**src/rtl/adda_pkg.sv**
```systemverilog
package adda_pkg;
  localparam int DATA_W   = 16;
  localparam int PADS_W   = 8;
  localparam int REG_AW   = 3;
  localparam int NARROW_W = 8;
  localparam int MID_W    = 12;
  localparam int SEL_W    = 2;

  typedef enum logic [REG_AW-1:0] {
    RA_CFG  = 3'd0,
    RA_ADC  = 3'd1,
    RA_DAC  = 3'd2,
    RA_AIN  = 3'd3,
    RA_AOUT = 3'd4,
    RA_ADIR = 3'd5
  } reg_addr_e;

  typedef enum logic {
    CONV_ADC = 1'b0,
    CONV_DAC = 1'b1
  } conv_kind_e;

  // Width selector to low-bit mask: 00 narrow, 01 mid, 1x full.
  function automatic logic [DATA_W-1:0] width_mask(input logic [SEL_W-1:0] sel);
    logic [DATA_W-1:0] m;
    int n;
    n = sel[1] ? DATA_W : (sel[0] ? MID_W : NARROW_W);
    for (int i = 0; i < DATA_W; i++) m[i] = (i < n);
    return m;
  endfunction
endpackage

```
**src/rtl/adda_lock.sv**
```systemverilog
module adda_lock
  import adda_pkg::*;
(
  input  logic              clk,
  input  logic              rst_n,
  input  logic              adc_req_i,
  input  logic              dac_req_i,
  input  logic [DATA_W-1:0] wdata_i,
  input  logic              ready_i,
  input  logic [DATA_W-1:0] adc_din_i,
  input  logic [DATA_W-1:0] adc_mask_i,
  output logic              busy_o,
  output conv_kind_e        kind_o,
  output logic              adc_start_o,
  output logic              dac_start_o,
  output logic [DATA_W-1:0] adc_res_o,
  output logic [DATA_W-1:0] dac_val_o
);
  logic              busy_q;
  conv_kind_e        kind_q;
  logic              adc_start_q, dac_start_q;
  logic [DATA_W-1:0] adc_res_q, dac_val_q;

  // Named internal events
  logic adc_accept, dac_accept, conv_done;
  assign adc_accept = adc_req_i && !busy_q;
  assign dac_accept = dac_req_i && !busy_q;
  assign conv_done  = busy_q && ready_i;

  always_ff @(posedge clk or negedge rst_n) begin
    if (!rst_n) begin
      busy_q      <= 1'b0;
      kind_q      <= CONV_ADC;
      adc_start_q <= 1'b0;
      dac_start_q <= 1'b0;
      adc_res_q   <= '0;
      dac_val_q   <= '0;
    end else begin
      adc_start_q <= adc_accept;
      dac_start_q <= dac_accept;
      if (conv_done) begin
        busy_q <= 1'b0;
        if (kind_q == CONV_ADC) adc_res_q <= adc_din_i & adc_mask_i;
      end else if (adc_accept) begin
        busy_q <= 1'b1;
        kind_q <= CONV_ADC;
      end else if (dac_accept) begin
        busy_q    <= 1'b1;
        kind_q    <= CONV_DAC;
        dac_val_q <= wdata_i;
      end
    end
  end

  assign busy_o      = busy_q;
  assign kind_o      = kind_q;
  assign adc_start_o = adc_start_q;
  assign dac_start_o = dac_start_q;
  assign adc_res_o   = adc_res_q;
  assign dac_val_o   = dac_val_q;

  AST_ADC_ACCEPT: assert property (@(posedge clk) disable iff (!rst_n)
    (adc_req_i && !busy_q) |=> (adc_start_q && busy_q && kind_q == CONV_ADC));
  AST_ONE_START: assert property (@(posedge clk) disable iff (!rst_n)
    $onehot0({adc_start_q, dac_start_q}));
  AST_REJECT_ADC: assert property (@(posedge clk) disable iff (!rst_n)
    (adc_req_i && busy_q) |=> !adc_start_q);
  AST_REJECT_DAC: assert property (@(posedge clk) disable iff (!rst_n)
    (dac_req_i && busy_q) |=> (!dac_start_q && $stable(dac_val_q)));
  AST_DONE_FREES: assert property (@(posedge clk) disable iff (!rst_n)
    (busy_q && ready_i) |=> !busy_q);
  AST_HOLD_BUSY: assert property (@(posedge clk) disable iff (!rst_n)
    (busy_q && !ready_i) |=> busy_q);
  AST_ADC_LATCH: assert property (@(posedge clk) disable iff (!rst_n)
    (busy_q && ready_i && kind_q == CONV_ADC) |=> adc_res_q == $past(adc_din_i & adc_mask_i));
  AST_IDLE_READY: assert property (@(posedge clk) disable iff (!rst_n)
    (!busy_q && ready_i && !adc_req_i && !dac_req_i) |=> (!busy_q && $stable(adc_res_q)));
  AST_DAC_START: assert property (@(posedge clk) disable iff (!rst_n)
    (dac_req_i && !busy_q) |=> (dac_start_q && kind_q == CONV_DAC && dac_val_q == $past(wdata_i)));
endmodule

```
**src/rtl/adda_regs.sv**
```systemverilog
module adda_regs
  import adda_pkg::*;
(
  input  logic              clk,
  input  logic              rst_n,
  input  logic              wr_i,
  input  logic [REG_AW-1:0] addr_i,
  input  logic [PADS_W-1:0] wdata_i,
  input  logic [PADS_W-1:0] pad_i,
  input  logic [DATA_W-1:0] adc_res_i,
  input  logic [DATA_W-1:0] dac_val_i,
  output logic [SEL_W-1:0]  adc_sel_o,
  output logic [SEL_W-1:0]  dac_sel_o,
  output logic [PADS_W-1:0] aout_o,
  output logic [PADS_W-1:0] adir_o,
  output logic              adc_req_o,
  output logic              dac_req_o,
  output logic [DATA_W-1:0] rdata_o
);
  localparam int CFG_W = 2 * SEL_W;

  logic [SEL_W-1:0]  adc_sel_q, dac_sel_q;
  logic [PADS_W-1:0] ain_q, aout_q, adir_q;

  logic cfg_wr, aout_wr, adir_wr;
  assign cfg_wr    = wr_i && (addr_i == RA_CFG);
  assign aout_wr   = wr_i && (addr_i == RA_AOUT);
  assign adir_wr   = wr_i && (addr_i == RA_ADIR);
  assign adc_req_o = wr_i && (addr_i == RA_ADC);
  assign dac_req_o = wr_i && (addr_i == RA_DAC);

  always_ff @(posedge clk or negedge rst_n) begin
    if (!rst_n) begin
      adc_sel_q <= '0;
      dac_sel_q <= '0;
      ain_q     <= '0;
      aout_q    <= '0;
      adir_q    <= '0;
    end else begin
      ain_q <= pad_i;
      if (cfg_wr) begin
        adc_sel_q <= wdata_i[SEL_W-1:0];
        dac_sel_q <= wdata_i[CFG_W-1:SEL_W];
      end
      if (aout_wr) aout_q <= wdata_i;
      if (adir_wr) adir_q <= wdata_i;
    end
  end

  always_comb begin
    rdata_o = '0;
    case (addr_i)
      RA_CFG:  rdata_o[CFG_W-1:0]  = {dac_sel_q, adc_sel_q};
      RA_ADC:  rdata_o             = adc_res_i;
      RA_DAC:  rdata_o             = dac_val_i & width_mask(dac_sel_q);
      RA_AIN:  rdata_o[PADS_W-1:0] = ain_q;
      RA_AOUT: rdata_o[PADS_W-1:0] = aout_q;
      RA_ADIR: rdata_o[PADS_W-1:0] = adir_q;
      default: rdata_o = '0;
    endcase
  end

  assign adc_sel_o = adc_sel_q;
  assign dac_sel_o = dac_sel_q;
  assign aout_o    = aout_q;
  assign adir_o    = adir_q;

  AST_AIN_TRACK: assert property (@(posedge clk) disable iff (!rst_n)
    1'b1 |=> ain_q == $past(pad_i));
  AST_CFG_KEEP: assert property (@(posedge clk) disable iff (!rst_n)
    !cfg_wr |=> ($stable(adc_sel_q) && $stable(dac_sel_q)));
endmodule

```
**src/rtl/adda_pads.sv**
```systemverilog
module adda_pads
  import adda_pkg::*;
(
  input  logic              clk,
  input  logic              rst_n,
  input  logic              dac_active_i,
  input  logic [DATA_W-1:0] dac_val_i,
  input  logic [DATA_W-1:0] dac_mask_i,
  input  logic [PADS_W-1:0] aout_i,
  input  logic [PADS_W-1:0] adir_i,
  output logic [DATA_W-1:0] dac_data_o,
  output logic [DATA_W-1:0] dac_oe_o,
  output logic [PADS_W-1:0] addr_pad_o,
  output logic [PADS_W-1:0] addr_oe_o
);
  for (genvar b = 0; b < DATA_W; b++) begin : g_dac_bit
    assign dac_oe_o[b]   = dac_active_i && dac_mask_i[b];
    assign dac_data_o[b] = dac_active_i && dac_mask_i[b] && dac_val_i[b];
  end

  for (genvar a = 0; a < PADS_W; a++) begin : g_addr_bit
    assign addr_oe_o[a]  = adir_i[a];
    assign addr_pad_o[a] = adir_i[a] && aout_i[a];
  end

  AST_OE_IDLE: assert property (@(posedge clk) disable iff (!rst_n)
    !dac_active_i |-> (dac_oe_o == '0 && dac_data_o == '0));
  AST_DOUT_IN_OE: assert property (@(posedge clk) disable iff (!rst_n)
    (dac_data_o & ~dac_oe_o) == '0);
  AST_ADDR_IN_OE: assert property (@(posedge clk) disable iff (!rst_n)
    (addr_pad_o & ~addr_oe_o) == '0);
endmodule

```
**src/rtl/adda_conv_ctrl.sv**
```systemverilog
module adda_conv_ctrl
  import adda_pkg::*;
(
  input  logic                    clk,
  input  logic                    rst_n,
  input  logic                    reg_wr_i,
  input  logic [REG_AW-1:0]       reg_addr_i,
  input  logic [DATA_W-1:0]       reg_wdata_i,
  output logic [DATA_W-1:0]       reg_rdata_o,
  output logic                    adc_start_o,
  output logic                    dac_start_o,
  input  logic                    cnv_ready_i,
  input  logic [DATA_W-1:0]       adc_data_i,
  output logic [DATA_W-1:0]       dac_data_o,
  output logic [DATA_W-1:0]       dac_oe_o,
  input  logic [PADS_W-1:0]       addr_pad_i,
  output logic [PADS_W-1:0]       addr_pad_o,
  output logic [PADS_W-1:0]       addr_oe_o
);
  logic [SEL_W-1:0]  adc_sel, dac_sel;
  logic [PADS_W-1:0] aout, adir;
  logic              adc_req, dac_req, busy;
  conv_kind_e        kind;
  logic [DATA_W-1:0] adc_res, dac_val, adc_mask, dac_mask;
  logic              dac_active;

  assign adc_mask   = width_mask(adc_sel);
  assign dac_mask   = width_mask(dac_sel);
  assign dac_active = busy && (kind == CONV_DAC);

  adda_regs u_regs (
    .clk       (clk),
    .rst_n     (rst_n),
    .wr_i      (reg_wr_i),
    .addr_i    (reg_addr_i),
    .wdata_i   (reg_wdata_i[PADS_W-1:0]),
    .pad_i     (addr_pad_i),
    .adc_res_i (adc_res),
    .dac_val_i (dac_val),
    .adc_sel_o (adc_sel),
    .dac_sel_o (dac_sel),
    .aout_o    (aout),
    .adir_o    (adir),
    .adc_req_o (adc_req),
    .dac_req_o (dac_req),
    .rdata_o   (reg_rdata_o)
  );

  adda_lock u_lock (
    .clk         (clk),
    .rst_n       (rst_n),
    .adc_req_i   (adc_req),
    .dac_req_i   (dac_req),
    .wdata_i     (reg_wdata_i),
    .ready_i     (cnv_ready_i),
    .adc_din_i   (adc_data_i),
    .adc_mask_i  (adc_mask),
    .busy_o      (busy),
    .kind_o      (kind),
    .adc_start_o (adc_start_o),
    .dac_start_o (dac_start_o),
    .adc_res_o   (adc_res),
    .dac_val_o   (dac_val)
  );

  adda_pads u_pads (
    .clk          (clk),
    .rst_n        (rst_n),
    .dac_active_i (dac_active),
    .dac_val_i    (dac_val),
    .dac_mask_i   (dac_mask),
    .aout_i       (aout),
    .adir_i       (adir),
    .dac_data_o   (dac_data_o),
    .dac_oe_o     (dac_oe_o),
    .addr_pad_o   (addr_pad_o),
    .addr_oe_o    (addr_oe_o)
  );

  AST_WRITE_IGNORED: assert property (@(posedge clk) disable iff (!rst_n)
    (reg_wr_i && reg_addr_i == RA_ADC && !cnv_ready_i) |=> $stable(adc_res));
endmodule

```
**config.mk**
```make
export PLATFORM = sky130hd
export DESIGN_NAME = adda_conv_ctrl
export DESIGN_NICKNAME = d
export VERILOG_FILES = /design/src/rtl/adda_pkg.sv /design/src/rtl/adda_lock.sv /design/src/rtl/adda_regs.sv /design/src/rtl/adda_pads.sv /design/src/rtl/adda_conv_ctrl.sv
export SDC_FILE = /design/constraint.sdc
export NUM_CORES = 1
export LEC_CHECK = 0
export ABC_AREA = 0
export BUFFER_PORTS_ARGS = -buffer_cell sky130_fd_sc_hd__buf_2
export CORE_MARGIN = 4
export CORE_UTILIZATION = 52
export CTS_BUF_LIST = sky130_fd_sc_hd__clkbuf_4
export CTS_CLUSTER_SIZE = 40
export DETAILED_ROUTE_END_ITERATION = 12
export HOLD_SLACK_MARGIN = 0.05
export MAX_ROUTING_LAYER = met4
export PLACE_DENSITY = 0.93
export SETUP_SLACK_MARGIN = 0.5
export SYNTH_ARGS = -nofsm -noshare
export SYNTH_HDL_FRONTEND = slang
export SYNTH_HIERARCHICAL = 1
export SYNTH_SLANG_ARGS = --single-unit
```
**constraint.sdc**
```tcl
create_clock -name clk -period 1.7 [get_ports clk]
set_input_delay 0.255 -clock clk [delete_from_list [all_inputs] [get_ports clk]]
set_output_delay 0.255 -clock clk [all_outputs]
set_load 0.1 [all_outputs]
```
==> impl_metrics.yaml, run 1 <==
placed_design:
  dpl_cell_area_um2: 5309
  dp_hpwl_um: 8177
  portBuffers: 112
  post-place-ws_ps: -175.4
  gp_congestion: 0.8546
synthesis:
  synth_most_common_cell: "dfrtp_1"
  synth_top_area_share_pct: 47.65
  yosysSeqAreaShare_pct: 47.65
  ys.warnings.count: 6
  yosysTopAreaCell: "dfrtp_1"
  synth-edff-count: 0
  syn_area_um2: 3361
  synthTopCellsByArea: "dfrtp_1 (48%), mux2_2 (12%), mux2i_1 (6.6%)"
  synth.distinct_cells: 41
  post_synth.cell_area_avg_um2: 11.43
  synth_common_cells: "dfrtp_1 (64), mux2_2 (36), nand2_1 (26)"
  synthArstFlopShare_pct: 100.0
  ys_ff_latch: 64
  syn_inst: 294
  ys.flop_type: "dfrtp_1"
clock_network:
  cts_hold_buf: 10
  clock-root-buffer: "clkbuf_4"
  numCtsBuffers: 9
  post-cts-setup-buffer-count: 19
  cts_buffer_depth: 2
  cts_max_level: 3
  ctsResizeCount: 130
  clkSinkCount: 64
die:
  die_y_um: 88.39
  die_w_um: 88.39
  rows: 29
  start_util_pct: 53.23
  ios: 113
outcome:
  status: "aborted with a tool error"
  firstError: "[ERROR DPL-0033] detailed placement checks failed during check placement."
  lastStage: "4_1_cts"
[kinds of logic after synthesis]
logic type      after synthesis  synth area share [%]
other cells                   1                0.1116
mux                          60                 19.96
simple gates                 97                 18.09
buf+inv                      40                 6.813
compound gates               31                 6.999
flops                        64                 47.65
fa+ha+maj                     1                0.3722
[through the flow]
stage	hold slack (ps)	std cells	util [%]	setup TNS [ps]
after floorplan	-40.59	317	-	-3216
after global placement	225.6	516	84.09	-1018
after detailed placement	226.1	516	84.09	-3149
==> run 2, diff against run 1 <==
--- a/config.mk
+++ b/config.mk
@@ -8,14 +8,9 @@
 export ABC_AREA = 0
 export BUFFER_PORTS_ARGS = -buffer_cell sky130_fd_sc_hd__buf_2
 export CORE_MARGIN = 4
-export CORE_UTILIZATION = 52
-export CTS_BUF_LIST = sky130_fd_sc_hd__clkbuf_4
-export CTS_CLUSTER_SIZE = 40
+export CORE_UTILIZATION = 40
 export DETAILED_ROUTE_END_ITERATION = 12
-export HOLD_SLACK_MARGIN = 0.05
-export MAX_ROUTING_LAYER = met4
-export PLACE_DENSITY = 0.93
-export SETUP_SLACK_MARGIN = 0.5
+export PLACE_DENSITY_LB_ADDON = 0.15
 export SYNTH_ARGS = -nofsm -noshare
 export SYNTH_HDL_FRONTEND = slang
 export SYNTH_HIERARCHICAL = 1
==> run 2 against run 1 <==
Compared with the run above: the flow now finishes, with violations (setup timing); synthesized cell count unchanged; area after synthesis unchanged.
==> impl_metrics.yaml, run 2 <==
synthesis:
  ys.warnings.count: 6
  synthTopCellsByArea: "dfrtp_1 (48%), mux2_2 (12%), mux2i_1 (6.6%)"
  synth-edff-count: 0
  synthArstFlopShare_pct: 100.0
  yosysTopAreaCell: "dfrtp_1"
  yosysSeqAreaShare_pct: 47.65
  synth_top_area_share_pct: 47.65
  syn_area_um2: 3361
  post_synth.cell_area_avg_um2: 11.43
  synth.distinct_cells: 41
  ys_ff_latch: 64
  synth_common_cells: "dfrtp_1 (64), mux2_2 (36), nand2_1 (26)"
  synth_most_common_cell: "dfrtp_1"
  syn_inst: 294
  ys.flop_type: "dfrtp_1"
final_layout:
  drive_gt1_share_pct: 63.03
  fin_cells: 581
  nNetsFinal: 520
  area_growth_pct: 73.31
  num-fill-cells: 593
  final_common_cell: "buf_2"
  antenna_cells: 0
  most-common-layout-cells: "buf_2 (63), dfrtp_1 (62), buf_12 (53), buf_4 (37), mux2_2 (36)"
  fin_util_pct: 71.24
timing:
  setup_viol: 42
  fin_ws_ps: -152.1
  slew_viol_final: 0
  fin_crit_ps: 1852
  post-route-period-util_pct: 108.9
  fmax_mhz: 539.9
  fin_hold_ws_ps: 21.25
  hold_violations: 0
  skew_ps: 6.111
  rsz0062_at_grt: "true"
placed_design:
  post-place-ws_ps: -130.5
  dp_hpwl_um: 7135
  portBuffers: 112
  gp_congestion: 0.7797
  place_inst: 547
die:
  ios: 113
  die_y_um: 99.66
  die_area_um2: 9932
  start_util_pct: 41.11
  core_area_um2: 8175
  rows: 33
  die_w_um: 99.66
routing:
  first_iter_violations: 64
  firstDrtPassIters: 4
  ant_nets: 0
  drc: 0
  drt_wl_total_um: 10110
  wire_per_inst_um: 17.39
  vias_per_cell: 4.842
  dr_total_vias: 2813
clock_network:
  clock-root-buffer: "clkbuf_8"
  numCtsBuffers: 9
  cts_buffer_depth: 2
  cts_max_level: 3
  clkLatencyLatePin_ps: 340
  clkTransAtPathRegs_ps: 70
  clkSinkCount: 64
  cts_tree: "built"
power:
  leakagePower_nw: 2.674
  power_density_nw_per_um2: 1514
  irDropWorstVdd_mv: 0.8168
  power_mw: 8.816
global_routing:
  antenna_found_initial: 0
  grt_max_degree: 65
  grt_usage_pct: 20.94
  overflow: 0
  grt_pass1_wl_um: 16150
  grt_pass1_vias: 3076
outcome:
  status: "finished with violations"
  failed_checks: "setup timing"
worst_hold_path:
  hold_class: "in -> reg"
critical_path:
  cpPeakStageDelay_ps: 470
  crit_path_end_kind: "output port"
  crit_path_max_fanout: 5
  crit_slowest_cell: "mux4_2"
  critical_path_arrival_ps: 1600
  cpLargestDelayFamily: "multiplexers"
  startpoint_type: "register"
  rrSetupSlack_ps: 280
  cp_cell_sequence: "mux4_2, nand2_2, o31ai_4, buf_12"
  cp_num_buf_inv: 1
  crit_type: "reg -> out"
  worstPathRequired_ps: 1440
flow_run:
  cap_viol_max_count: 0
run 2: routing by layer:
metal | GRT usage (%) | part of all wire [%] | wire length, um | vias to the layer above
met5 | 0 | 0 | 0 | -
met4 | 7.038 | 2.0 | 201 | 0
met3 | 3.086 | 4.0 | 408 | 13
met2 | 36.02 | 50 | 5102 | 71
met1 | 26.93 | 43 | 4394 | 1373
li1 | - | - | - | 1356
run 2: cell families (layout without fill, tap and decap cells):
kind of cell	after synthesis	count (layout)	synth area share, %
and+or+nand+nor	97	97	18.09
DFF	64	64	47.65
muxes	60	60	19.96
buffers and inverters	40	199	6.813
AOI/OAI and AO/OA	31	31	6.999
adders and majority gates	1	1	0.3722
other	1	24	0.1116
run 2: area by class of cell:
class                   instances  area [um^2]  area share [%]
inverters                      18        67.56           1.160
well taps                     105        131.4           2.256
multi-input cells             213         1989           34.16
flip-flops and latches         64         1604           27.54
repair buffers                166         1827           31.36
clock buffers                  12        165.2           2.836
clock inverters                 3        40.04          0.6874
run 2: worst reg2reg max path: cells and delay by family (launching register included):
kind | cells | cell delay, ps
buf+inv | 2 | 380
simple gates | 1 | 190
flops | 1 | 380
mux | 1 | 350
run 2: repair_timing:
| item | CTS | global route |
|---|---|---|
| endpoints found under the setup margin | 43 | 48 |
| pin swaps | 22 | 5 |
| buffers inserted | 11 | 4 |
| cloned | 4 | 0 |
| endpoints found under the hold margin | 64 | 0 |
| gates resized for setup | 57 | 7 |
| hold buffers | 1 | 0 |
run 2: worst paths after layout:
check,depth (start not counted),start,end
worst max-delay path,4,u_regs/dac_sel_o[1]$_DFFE_PN0P_,reg_rdata_o[3]
worst min-delay path,1,addr_pad_i[0],u_regs/ain_q[0]$_DFF_PN0_
worst max register to register,4,u_lock/busy_o$_DFFE_PN0P_,u_lock/dac_val_o[3]$_DFFE_PN0P_
worst min register to register,2,u_lock/adc_res_o[6]$_DFFE_PN0P_,u_lock/adc_res_o[6]$_DFFE_PN0P_
max in group asynchronous,3,rst_n,u_regs/dac_sel_o[1]$_DFFE_PN0P_
min in group asynchronous,3,rst_n,u_lock/adc_res_o[15]$_DFFE_PN0P_
run 2: where the power goes:
part	leakage, nW	total (mW)	internal [mW]	switching (mW)
Sequential	0.781	2.43	2.03	0.404
Combinational	1.78	5.03	1.93	3.10
Clock	0.108	1.35	0.784	0.563
run 2: stage by stage:
| step | TNS (ps) | cell area [um^2] |
|---|---|---|
| finish | -2742 | 5824 |
| global route | -5234 | 5824 |
| floorplan | -1872 | 3700 |
| detailed placement | -2251 | 5218 |
| CTS | -2554 | 5763 |
| global placement | -911.3 | 5218 |
Power figures use the tool's default switching activity.
==> run 3, diff against run 2 <==
--- a/config.mk
+++ b/config.mk
@@ -6,6 +6,7 @@
 export NUM_CORES = 1
 export LEC_CHECK = 0
 export ABC_AREA = 0
+export ABC_CLOCK_PERIOD_IN_PS = 1700
 export BUFFER_PORTS_ARGS = -buffer_cell sky130_fd_sc_hd__buf_2
 export CORE_MARGIN = 4
 export CORE_UTILIZATION = 40
@@ -13,5 +14,4 @@
 export PLACE_DENSITY_LB_ADDON = 0.15
 export SYNTH_ARGS = -nofsm -noshare
 export SYNTH_HDL_FRONTEND = slang
-export SYNTH_HIERARCHICAL = 1
 export SYNTH_SLANG_ARGS = --single-unit
==> run 3 against run 2 <==
Compared with the run above: the run still ends with setup timing left; via count shrank 7.5%; clock-buffer cell count shrank 3; non-clock buffer count is 4 higher; hold slack got worse by 4.1 ps; sequential share of layout area is 2.0 points higher; critical path type unchanged; combinational power decreased by 38%; core utilization decreased by 0.21 points; die area decreased by 4.3%; synthesized cell count shrank 11%; wire length fell by 8.1%; largest cell class is now buffers; register-to-register slack got worse by 160 ps.
==> impl_metrics.yaml, run 3 <==
global_routing:
  grt_pass1_vias: 2816
  antenna_found_initial: 0
  grt_usage_pct: 19.78
  overflow: 0
  grt_max_degree: 65
  grt_pass1_wl_um: 14750
synthesis:
  post_synth.cell_area_avg_um2: 12.22
  synth_top_area_share_pct: 50.02
  synth_common_cells: "dfrtp_1 (64), mux2_2 (43), nand2_1 (21)"
  yosysTopAreaCell: "dfrtp_1"
  synth-edff-count: 0
  synth.distinct_cells: 36
  synthArstFlopShare_pct: 100.0
  syn_inst: 262
  ys.warnings.count: 0
  yosysSeqAreaShare_pct: 50.02
  ys.flop_type: "dfrtp_1"
  synthTopCellsByArea: "dfrtp_1 (50%), mux2_2 (15%), buf_4 (4.0%)"
  syn_area_um2: 3202
  synth_most_common_cell: "dfrtp_1"
  ys_ff_latch: 64
  synth_nets: 309
critical_path:
  crit_path_max_fanout: 2
  crit_type: "reg -> out"
  critical_path_arrival_ps: 1710
  startpoint_type: "register"
  crit_path_end_kind: "output port"
  worstPathRequired_ps: 1440
timing:
  fin_ws_ps: -262.8
  setup_viol: 19
  fmax_mhz: 509.5
  post-route-period-util_pct: 115.5
  rsz0062_at_grt: "true"
  skew_ps: 5.495
  hold_violations: 0
  worst_pin_slew_ps: 494.9
  fin_crit_ps: 1963
  maxSlewHeadroom_pct: 67.23
  slew_viol_final: 0
die:
  die_w_um: 97.47
  core_area_um2: 7767
  die_y_um: 97.47
  ios: 113
  rows: 32
  die_area_um2: 9500
  start_util_pct: 41.22
clock_network:
  cts_buffer_depth: 2
  clkLatencyLatePin_ps: 340
  numCtsBuffers: 9
  cts_max_level: 3
  clkTransAtPathRegs_ps: 70
  cts_tree: "built"
  clkSinkCount: 64
  clock-root-buffer: "clkbuf_8"
power:
  leakagePower_nw: 2.523
  irDropWorstVdd_mv: 0.9472
  power_density_nw_per_um2: 1297
  power_mw: 7.157
routing:
  drc: 0
  vias_per_cell: 4.994
  wire_per_inst_um: 17.82
  firstDrtPassIters: 4
  drt_wl_total_um: 9283
  ant_nets: 0
  first_iter_violations: 87
  dr_total_vias: 2602
final_layout:
  final_common_cell: "buf_2"
  multi_input_area_um2: 1657
  num-fill-cells: 542
  area_growth_pct: 72.33
  antenna_cells: 0
  fin_util_pct: 71.04
  regArea_um2: 1629
  drive_gt1_share_pct: 69.93
  nNetsFinal: 461
  most-common-layout-cells: "buf_2 (62), dfrtp_1 (54), buf_12 (50), buf_4 (45), mux2_2 (40)"
placed_design:
  gp_congestion: 0.8046
  portBuffers: 112
  dp_hpwl_um: 6926
worst_hold_path:
  hold_class: "in -> reg"
flow_run:
  cap_viol_max_count: 0
outcome:
  failed_checks: "setup timing"
  status: "finished with violations"
run 3: cells by family (layout without fill, tap and decap cells):
kind of cell,Yosys count,count (layout),synth area share [%]
XOR/XNOR,1,1,0.2736
flip-flops,64,64,50.02
multiplexers,57,57,21.14
buffers and inverters,31,188,6.838
AND/OR/NAND/NOR,70,70,12.97
AO/OA/AOI/OAI,39,39,8.753
run 3: worst paths after layout:
kind	startpoint	end	slack, ps	cells after the start
max in group asynchronous	rst_n	u_regs.adir_o[7]$_DFFE_PN0P_	920	3
min	addr_pad_i[6]	u_regs.ain_q[6]$_DFF_PN0_	20	1
max	u_regs.adir_o[3]$_DFFE_PN0P_	reg_rdata_o[3]	-260	3
min in group asynchronous	rst_n	u_lock.dac_val_o[8]$_DFFE_PN0P_	450	3
max reg2reg	u_lock.busy_o$_DFFE_PN0P_	u_lock.dac_val_o[1]$_DFFE_PN0P_	120	5
min reg2reg	u_lock.adc_res_o[14]$_DFFE_PN0P_	u_lock.adc_res_o[14]$_DFFE_PN0P_	490	2
run 3: area by class of cell:
class,instances,area share [%]
tap,102,2.313
clock inverter,7,3.039
timing repair buffer,170,32.72
multi-input combinational,167,30.02
clock buffer,9,2.245
sequential,64,29.52
inverter,2,0.1361
run 3: where the power goes:
| group | switching, mW | internal, mW | leakage (nW) |
|---|---|---|---|
| clock | 0.595 | 1.28 | 0.144 |
| combinational | 1.95 | 1.15 | 1.61 |
| sequential | 0.274 | 1.90 | 0.769 |
| total | 2.82 | 4.33 | 2.52 |
run 3: per-stage QoR:
stage	hold slack, ps	TNS, ps	instances	instance area (um^2)	setup slack (ps)
final	17.13	-1465	521	5518	-262.8
after global routing	4.283	-3075	521	5518	-304.2
after CTS	0.1264	-3836	517	5395	-288.9
after detailed placement	300.3	-428.7	487	4872	-67.54
after global placement	291.3	-84.01	487	4872	-45.48
after floorplan	-40.59	-4911	262	3363	-797.4
run 3: per-layer routing:
layer | global-route usage [%] | wire length (um) | up-vias
li1 | - | - | 1229
met1 | 24.52 | 4157 | 1270
met2 | 33.32 | 4470 | 90
met3 | 4.235 | 507 | 13
met4 | 8.307 | 148 | 0
met5 | 0 | 0 | -
run 3: repair_timing:
action,4_1_cts,5_1_grt
endpoints found under the setup margin,30,42
hold buffers,3,0
resized for setup,25,25
endpoints found under the hold margin,66,0
pin swaps,8,12
buffers inserted,11,6
run 3: critical path, stage by stage (launching register included):
cell and delay (ps):
dfrtp_4 470, mux4_2 490, a22o_4 240, buf_12 160
==> run 4, diff against run 3 <==
--- a/config.mk
+++ b/config.mk
@@ -6,10 +6,10 @@
 export NUM_CORES = 1
 export LEC_CHECK = 0
 export ABC_AREA = 0
-export ABC_CLOCK_PERIOD_IN_PS = 1700
+export ABC_CLOCK_PERIOD_IN_PS = 2500
 export BUFFER_PORTS_ARGS = -buffer_cell sky130_fd_sc_hd__buf_2
 export CORE_MARGIN = 4
-export CORE_UTILIZATION = 40
+export CORE_UTILIZATION = 54
 export DETAILED_ROUTE_END_ITERATION = 12
 export PLACE_DENSITY_LB_ADDON = 0.15
 export SYNTH_ARGS = -nofsm -noshare
==> constraint.sdc (replaced) <==
create_clock -name clk -period 2.5 [get_ports clk]
set_input_delay 0.375 -clock clk [delete_from_list [all_inputs] [get_ports clk]]
set_output_delay 0.375 -clock clk [all_outputs]
set_load 0.1 [all_outputs]
==> run 4 against run 3 <==
Compared with the run above: the run now ends clean; critical path depth rose by 2; sequential share of layout area rose by 8.6 points; sequential power fell by 33%; flip-flop and latch count did not move; clock skew rose by 1.3 ps; power fell by 43%; design area fell by 24%; register-to-register slack improved by 700 ps; cell count fell by 15%; critical path type is now in -> out.
==> impl_metrics.yaml, run 4 (synthesis gave the netlist of run 3 again) <==
power:
  leakagePower_nw: 2.042
  p_sw_mw: 1.815
  internal_power_mw: 2.252
  pwr-share-clk_pct: 21.2
  combPwrFrac_pct: 43.0
  pwr-share-seq_pct: 35.8
  irDropWorstVdd_mv: 0.6106
  swShare_pct: 44.63
  power_mw: 4.068
  power_density_nw_per_um2: 966.4
die:
  ios: 113
  die_area_um2: 7225
  die_w_um: 85
  core_area_um2: 5642
  die_y_um: 85
  start_util_pct: 56.75
  rows: 27
placed_design:
  place_inst: 426
  dpl_cell_area_um2: 4021
  dp_hpwl_um: 5691
  portBuffers: 112
  gp_congestion: 0.7822
global_routing:
  overflow: 0
  grt_pass1_vias: 2599
  grt_pass1_wl_um: 12970
  antenna_found_initial: 0
  grt_max_degree: 43
  grt_usage_pct: 22.94
routing:
  first_iter_violations: 119
  dr_total_vias: 2428
  vias_per_cell: 5.493
  drt_wl_total_um: 7860
  firstDrtPassIters: 4
  wire_per_inst_um: 17.78
  ant_nets: 0
  drc: 0
final_layout:
  fin_cells: 442
  fin_util_pct: 74.61
  nNetsFinal: 412
  antenna_cells: 0
  most-common-layout-cells: "buf_2 (96), dfrtp_1 (62), mux2_2 (43), nand2_1 (21), buf_12 (17)"
  area_growth_pct: 31.46
  final_common_cell: "buf_2"
  finalInstanceArea_um2: 4209
  drive_gt1_share_pct: 54.86
timing:
  fmax_mhz: 457.2
  rsz0062_at_grt: "false"
  worst_pin_slew_ps: 550.0
  post-route-period-util_pct: 87.49
  fin_hold_ws_ps: 17.60
  hold_violations: 0
  slew_viol_final: 0
  setup_viol: 0
  maxSlewHeadroom_pct: 63.33
  fin_crit_ps: 2187
  skew_ps: 6.758
critical_path:
  r2r_start: "u_lock.busy_o$_DFFE_PN0P_"
  cp-endpoint: "reg_rdata_o[0]"
  worstPathRequired_ps: 2120
  crit_type: "in -> out"
  reg2reg_depth: 4
  reg2reg_to: "u_lock.dac_val_o[2]$_DFFE_PN0P_"
  startpoint_type: "input port"
  crit_path_max_fanout: 19
  critPathLaunch: "reg_addr_i[2]"
  rrSetupSlack_ps: 820
  crit_path_end_kind: "output port"
  critical_path_arrival_ps: 1810
clock_network:
  post-cts-setup-buffer-count: 0
  cts_hold_buf: 0
  clkTransAtPathRegs_ps: 70
  cts_buffer_depth: 2
  clock-root-buffer: "clkbuf_8"
  cts_max_level: 3
  clkLatencyLatePin_ps: 340
  ctsResizeCount: 0
  clkSinkCount: 64
  numCtsBuffers: 9
  cts_tree: "built"
outcome:
  status: "complete, no violations"
worst_hold_path:
  hold_class: "in -> async"
flow_run:
  cap_viol_max_count: 0
run 4: critical path: stages:
cell	delay (ps)
buf_2	400
mux2_2	390
a221oi_1	400
a31oi_4	70
buf_12	180
run 4: worst min path at each step:
stage | start | cells after the start | endpoint
2_1_floorplan | rst_n | 0 | u_lock.adc_res_o[0]$_DFFE_PN0P_
3_3_place_gp | rst_n | 1 | u_lock.dac_val_o[14]$_DFFE_PN0P_
3_5_place_dp | rst_n | 1 | u_lock.dac_val_o[13]$_DFFE_PN0P_
4_1_cts | rst_n | 1 | u_lock.dac_val_o[4]$_DFFE_PN0P_
5_1_grt | rst_n | 1 | u_lock.dac_val_o[4]$_DFFE_PN0P_
6_report | rst_n | 1 | u_lock.dac_val_o[14]$_DFFE_PN0P_
run 4: final cells by class:
class | count | area (um^2)
sequential | 64 | 1604
multi-input combinational | 167 | 1439
fill | 380 | 1433
timing repair buffer | 121 | 880.8
clock buffer | 10 | 127.6
tap | 72 | 90.09
clock inverter | 6 | 60.06
inverter | 2 | 7.507
run 4: metrics by stage:
stage | setup WS (ps) | setup TNS [ps]
5_1_grt | 239.6 | 0
2_1_floorplan | -247.2 | -693.7
3_5_place_dp | 292.4 | 0
6_report | 312.8 | 0
3_3_place_gp | 344.3 | 0
4_1_cts | 298.1 | 0
run 4: power groups by stage:
stage          logic (mW)  registers [mW]  clock network (mW)
6_report             1.75            1.46               0.863
5_1_grt              1.82            1.50               0.912
4_1_cts              1.76            1.46               0.867
3_5_place_dp         1.75            1.48                   0
3_3_place_gp         1.73            1.47                   0
2_1_floorplan        1.19            1.63                   0
run 4: per-layer routing:
metal | wire length [um] | vias to the layer above | GRT usage (%)
li1 | - | 1128 | -
met1 | 3290 | 1187 | 29.87
met2 | 3889 | 103 | 37.15
met3 | 590 | 10 | 4.369
met4 | 89 | 0 | 10.50
met5 | 0 | - | 0
